==> src/rtl/eectl_pkg.sv <==
package eectl_pkg;
  // Command word layout; the host software decodes these positions.
  localparam int BUSY_POS = 31;
  localparam int OPHI_POS = 29;
  localparam int OPLO_POS = 28;
  localparam int TMO_POS  = 17;

  localparam logic [1:0] OP_WRITE = 2'b11;

  function automatic logic is_write(input logic [1:0] op);
    return op == OP_WRITE;
  endfunction

  // Assemble the command word seen by the host (address already zero-extended).
  function automatic logic [31:0] cmd_view(input logic busy, input logic [1:0] op,
                                           input logic tmo, input logic [31:0] addr_z);
    logic [31:0] v;
    v = addr_z;
    v[BUSY_POS] = busy;
    v[OPHI_POS:OPLO_POS] = op;
    v[TMO_POS] = tmo;
    return v;
  endfunction
endpackage

==> src/rtl/eectl_hostif.sv <==
module eectl_hostif #(
  parameter int REG_AW = 3,
  parameter int DATA_W = 8
) (
  input  logic              host_wr,
  input  logic [REG_AW-1:0] host_addr,
  input  logic              busy,
  input  logic [31:0]       cmd_word,
  input  logic [DATA_W-1:0] data_byte,
  output logic              cmd_hit,
  output logic              cmd_wr,
  output logic              data_wr,
  output logic [31:0]       host_rdata
);
  localparam logic [REG_AW-1:0] CMD_OFS  = REG_AW'(0);
  localparam logic [REG_AW-1:0] DATA_OFS = REG_AW'(4);

  logic data_hit;

  always_comb begin
    cmd_hit  = host_wr && (host_addr == CMD_OFS);
    data_hit = host_wr && (host_addr == DATA_OFS);
    cmd_wr   = cmd_hit && !busy;
    data_wr  = data_hit && !busy;
    if (host_addr == CMD_OFS)
      host_rdata = cmd_word;
    else if (host_addr == DATA_OFS)
      host_rdata = {{(32-DATA_W){1'b0}}, data_byte};
    else
      host_rdata = '0;
  end
endmodule

==> src/rtl/eectl_seq.sv <==
module eectl_seq #(
  parameter int ADDR_W  = 13,
  parameter int TIMEOUT = 20000
) (
  input  logic              clk,
  input  logic              rst_n,
  input  logic              cmd_wr,
  input  logic              start,
  input  logic              tmo_clr,
  input  logic [1:0]        op_in,
  input  logic [ADDR_W-1:0] addr_in,
  input  logic              mem_ack,
  output logic              busy,
  output logic              tmo_flag,
  output logic [1:0]        op,
  output logic [ADDR_W-1:0] addr,
  output logic              done_evt,
  output logic              tmo_evt,
  output logic              rd_done
);
  import eectl_pkg::*;

  localparam int CNT_W = $clog2(TIMEOUT + 1);
  localparam logic [CNT_W-1:0] LAST = CNT_W'(TIMEOUT - 1);

  logic [CNT_W-1:0] wait_cnt;

  always_comb begin
    done_evt = busy && mem_ack;
    tmo_evt  = busy && !mem_ack && (wait_cnt == LAST);
    rd_done  = done_evt && !is_write(op);
  end

  always_ff @(posedge clk) begin
    if (!rst_n) begin
      busy     <= 1'b0;
      tmo_flag <= 1'b0;
      op       <= '0;
      addr     <= '0;
      wait_cnt <= '0;
    end else if (cmd_wr) begin
      op   <= op_in;
      addr <= addr_in;
      if (tmo_clr) tmo_flag <= 1'b0;
      if (start) begin
        busy     <= 1'b1;
        wait_cnt <= '0;
      end
    end else if (done_evt) begin
      busy <= 1'b0;
    end else if (tmo_evt) begin
      busy     <= 1'b0;
      tmo_flag <= 1'b1;
    end else if (busy) begin
      wait_cnt <= wait_cnt + 1'b1;
    end
  end
endmodule

==> src/rtl/eectl_datareg.sv <==
module eectl_datareg #(
  parameter int DATA_W = 8
) (
  input  logic              clk,
  input  logic              rst_n,
  input  logic              data_wr,
  input  logic [DATA_W-1:0] wdata,
  input  logic              rd_done,
  input  logic [DATA_W-1:0] mem_rdata,
  output logic [DATA_W-1:0] data_byte
);
  always_ff @(posedge clk) begin
    if (!rst_n)
      data_byte <= '0;
    else if (data_wr)
      data_byte <= wdata;
    else if (rd_done)
      data_byte <= mem_rdata;
  end
endmodule

==> src/rtl/eectl_top.sv <==
module eectl_top #(
  parameter int ADDR_W  = 13,
  parameter int DATA_W  = 8,
  parameter int REG_AW  = 3,
  parameter int TIMEOUT = 20000
) (
  input  logic              clk,
  input  logic              rst_n,
  input  logic              host_wr,
  input  logic [REG_AW-1:0] host_addr,
  input  logic [31:0]       host_wdata,
  output logic [31:0]       host_rdata,
  output logic              mem_req,
  output logic              mem_we,
  output logic [ADDR_W-1:0] mem_addr,
  output logic [DATA_W-1:0] mem_wdata,
  input  logic              mem_ack,
  input  logic [DATA_W-1:0] mem_rdata
);
  import eectl_pkg::*;

  logic              busy_q, tmo_q, cmd_hit, cmd_wr, data_wr;
  logic              done_evt, tmo_evt, rd_done;
  logic [1:0]        op_q;
  logic [ADDR_W-1:0] addr_q;
  logic [DATA_W-1:0] data_byte;
  logic [31:0]       cmd_word;

  assign cmd_word = cmd_view(busy_q, op_q, tmo_q, {{(32-ADDR_W){1'b0}}, addr_q});

  eectl_hostif #(.REG_AW(REG_AW), .DATA_W(DATA_W)) u_hostif (
    .host_wr(host_wr), .host_addr(host_addr), .busy(busy_q),
    .cmd_word(cmd_word), .data_byte(data_byte),
    .cmd_hit(cmd_hit), .cmd_wr(cmd_wr), .data_wr(data_wr),
    .host_rdata(host_rdata)
  );

  eectl_seq #(.ADDR_W(ADDR_W), .TIMEOUT(TIMEOUT)) u_seq (
    .clk(clk), .rst_n(rst_n), .cmd_wr(cmd_wr),
    .start(host_wdata[BUSY_POS]), .tmo_clr(host_wdata[TMO_POS]),
    .op_in(host_wdata[OPHI_POS:OPLO_POS]), .addr_in(host_wdata[ADDR_W-1:0]),
    .mem_ack(mem_ack), .busy(busy_q), .tmo_flag(tmo_q), .op(op_q), .addr(addr_q),
    .done_evt(done_evt), .tmo_evt(tmo_evt), .rd_done(rd_done)
  );

  eectl_datareg #(.DATA_W(DATA_W)) u_data (
    .clk(clk), .rst_n(rst_n), .data_wr(data_wr), .wdata(host_wdata[DATA_W-1:0]),
    .rd_done(rd_done), .mem_rdata(mem_rdata), .data_byte(data_byte)
  );

  assign mem_req   = busy_q;
  assign mem_we    = is_write(op_q);
  assign mem_addr  = addr_q;
  assign mem_wdata = data_byte;
endmodule

==> config.mk <==
export PLATFORM = sky130hd
export DESIGN_NAME = eectl_top
export DESIGN_NICKNAME = d
export VERILOG_FILES = /design/src/rtl/eectl_pkg.sv /design/src/rtl/eectl_hostif.sv /design/src/rtl/eectl_seq.sv /design/src/rtl/eectl_datareg.sv /design/src/rtl/eectl_top.sv
export SDC_FILE = /design/constraint.sdc
export NUM_CORES = 1
export LEC_CHECK = 0
export ABC_AREA = 0
export BUFFER_PORTS_ARGS = -buffer_cell sky130_fd_sc_hd__buf_4
export CORE_ASPECT_RATIO = 0.7
export CORE_UTILIZATION = 31
export DETAILED_ROUTE_END_ITERATION = 8
export PLACE_DENSITY_LB_ADDON = 0.3
export SLEW_MARGIN = 20
export SYNTH_ARGS = -nofsm -noshare
export SYNTH_HDL_FRONTEND = slang
export SYNTH_SLANG_ARGS = --single-unit
==> constraint.sdc <==
create_clock -name clk -period 2.3 [get_ports clk]
set_input_delay 0.46 -clock clk [delete_from_list [all_inputs] [get_ports clk]]
set_output_delay 0.46 -clock clk [all_outputs]
set_load 0.02 [all_outputs]
==> flow_summary.yaml <==
outcome:
  status: "complete, no violations"
setup_path:
  critPathTopFamily: "simple AND/OR/NAND/NOR gates"
  slowest_delay_ps: 540
  crit_top_cell: "nand3_1"
  path_max_fanout: 8
  cp.depth: 7
  critPathKind: "flop to flop"
  path_buf_inv: 1
  setup.worst_path.start: "u_seq.wait_cnt[0]$_SDFFE_PN0P_"
  crit_path_end: "u_seq.wait_cnt[7]$_SDFFE_PN0P_"
  crit_path_cell_trace: "ha_1 > nand4_1 > or4_4 > buf_4 > nand3_1 > or3_1 > nand3_1"
  worstSetupStartpointType: "flop"
  reg2reg_slack_ps: 140
  critPathArrivalTime_ps: 2330
  reg2reg_to: "u_seq.wait_cnt[7]$_SDFFE_PN0P_"
  end_kind: "flop"
  worst_path_max_delay_cell: "or4_4"
  rr_worst_depth: 7
  timing.rr.start: "u_seq.wait_cnt[0]$_SDFFE_PN0P_"
  critical_path_required_ps: 2460
timing:
  setup_tns_ps: 0
  setup_viol_count_final: 0
  fin_crit_sh_pct: 94.1
  timing.hold.ws_ps: 425
  slew_viol_final: 0
  rsz0062_at_grt: "false"
  hold_viol: 0
  finalClockSkew_ps: 7.34
  slew-limit-headroom_pct: 63.9
  fin_crit_ps: 2160
  clock.fmax_mhz: 462
  worst_slew_pin_slew_ps: 539
layout:
  regArea_sq_um: 801
  final_common_cell: "buf_4"
  multi_input_area_sq_mm: 0.00113
  diodes: 0
  layout-drive-gt1-share_pct: 28.2
  layout_common_cells: "84 x buf_4, 42 x nand2_1, 40 x dfxtp_1"
  fin_nets: 391
  area.growth.synth_to_final_pct: 34.8
  post-route-util_pct: 43.9
  fillers: 664
clock_network:
  clock-sinks: 40
  cts_tree: "done"
  ctsHtreeMaxLevel: 2
  cts_hold_buf: 0
  cts_setup_buffers: 0
  clk_pin_slew_ps: 70
  cts.root.buffer_cell: "clkbuf_8"
  clock_path_buffers: 2
  cts_buffers: 5
  cts.repair.resized: 0
  insertion_delay_ps: 280
synth:
  synthArstFlopShare_pct: 0
  synthFlopType: "dfxtp_1"
  synth_cell_types: 34
  syn_inst: 264
  avgSynthCellArea_sq_um: 7.78
  synth-edff-count: 0
  seq_area_frac_synth_pct: 39.0
  synth.ff_latch_count: 40
  yosys_warnings: 0
  netlist_area_sq_mm: 0.00205
detailed_routing:
  wl_mm: 5.47
  drcViolationCount: 0
  drtPass1Iterations: 4
  routedWlPerCell_microns: 13.0
  drtIter0Drc: 99
  via_count: 2043
  viasPerCell: 4.84
  antenna_left: 0
floorplan:
  initial_core_util_pct: 32.6
  die_area_sq_mm: 0.00696
  coreArea_sq_mm: 0.00631
  rows: 24
  pin_count: 102
  die_w_microns: 99.3
  chipHeight_microns: 70.1
min_path:
  hold_class: "input pin to flop"
  worstHoldStart: "host_wdata[10]"
global_routing:
  grt_usage_pct: 16.1
  overflow: 0
  grt-busiest-layer: "met2"
  grt_pass1_vias: 1798
  grt_max_degree: 27
  use_met1_pct: 23.2
  met3_usage_pct: 3.90
  antenna_found_initial: 0
  grt_pass1_wl_mm: 8.87
  grtUsageMet2_pct: 23.8
power:
  power_density_mw_per_mm2: 495
  vdd_drop_max_mv: 0.256
  p_leak_uw: 0.00113
place:
  port_buffers: 71
  place_congestion: 0.812
  dp_hpwl_mm: 4.09
job:
  timing.max_cap.violations: 0
how the worst min path moves through the flow:
stage	endpoint	slack, ps	cells past startpoint
CTS	u_seq.addr[2]$_SDFFE_PN0N_	420	3
floorplan	u_seq.op[0]$_SDFFE_PN0N_	440	2
detailed placement	u_seq.op[0]$_SDFFE_PN0N_	450	2
finish	u_seq.addr[10]$_SDFFE_PN0N_	430	3
global placement	u_seq.op[0]$_SDFFE_PN0N_	450	2
global route	u_seq.addr[2]$_SDFFE_PN0N_	410	3
state kept, by name, summed over array words and instances, names as in the netlist:
| signal | cells |
|---|---|
| u_data.data_byte | 8 |
| u_seq.addr | 13 |
| u_seq.busy | 1 |
| u_seq.op | 2 |
| u_seq.tmo_flag | 1 |
| u_seq.wait_cnt | 15 |
worst min-delay path: cells and delay by family:
| family | cells | cell delay (ps) |
|---|---|---|
| AND/OR/NAND/NOR | 1 | 40 |
| AO/OA/AOI/OAI | 1 | 50 |
| buffers and inverters | 1 | 110 |
logic make-up (layout without fill, tap and decap cells):
logic type | Yosys count | in the layout | share of synthesized area [%]
compound gates | 61 | 61 | 17.8
fa+ha+maj | 1 | 1 | 0.609
buf+inv | 30 | 96 | 8.65
flops | 40 | 40 | 39.0
other cells | 1 | 15 | 0.183
mux | 16 | 16 | 7.80
simple gates | 115 | 115 | 26.0
metal layers:
layer  vias up  routed length (microns)
met2        59                     2380
met5         -                        0
li1       1049                        -
met4         0                       58
met1       931                     2710
met3         4                      322
synthesized netlist by cell type, types with 2 or more instances:
| library cell | count | share of area (%) |
|---|---|---|
| a211oi_1 | 10 | 3.7 |
| a21oi_1 | 22 | 5.4 |
| a31oi_1 | 3 | 0.91 |
| and2_1 | 10 | 3.0 |
| buf_4 | 15 | 5.5 |
| clkbuf_1 | 8 | 1.5 |
| dfxtp_1 | 40 | 39 |
| inv_1 | 3 | 0.55 |
| mux2i_1 | 16 | 7.8 |
| nand2_1 | 42 | 7.7 |
| nand2b_1 | 3 | 0.91 |
| nand3_1 | 10 | 2.4 |
| nand4_1 | 6 | 1.8 |
| nor2_1 | 29 | 5.3 |
| nor2b_1 | 3 | 0.91 |
| nor3_1 | 3 | 0.73 |
| o21ai_0 | 7 | 1.7 |
| o21ai_1 | 10 | 2.4 |
| o31ai_1 | 6 | 2.2 |
| or2_2 | 2 | 0.61 |
| or3_1 | 3 | 0.91 |
where the power goes:
part	leakage [uW]	internal (uW)	switching [uW]
registers	0.000323	703	9.14
clock network	0.0000510	240	241
logic	0.000758	76.4	103
layout make-up:
class,instances,area share [%]
Multi-Input combinational cell,208,40.9
Sequential cell,40,28.9
Timing Repair Buffer,84,22.8
Tap cell,78,3.52
Clock buffer,6,2.98
Inverter,4,0.542
Clock inverter,2,0.361
stage by stage:
stage | area [sq um] | total power, uW | setup WS [ps] | cells
floorplan | 2110 | 843 | 271 | 278
global placement | 2670 | 908 | 209 | 414
detailed placement | 2670 | 909 | 191 | 414
CTS | 2770 | 1390 | 163 | 422
global route | 2770 | 1430 | 38.1 | 422
finish | 2770 | 1370 | 136 | 422
Power figures use the tool's default switching activity.
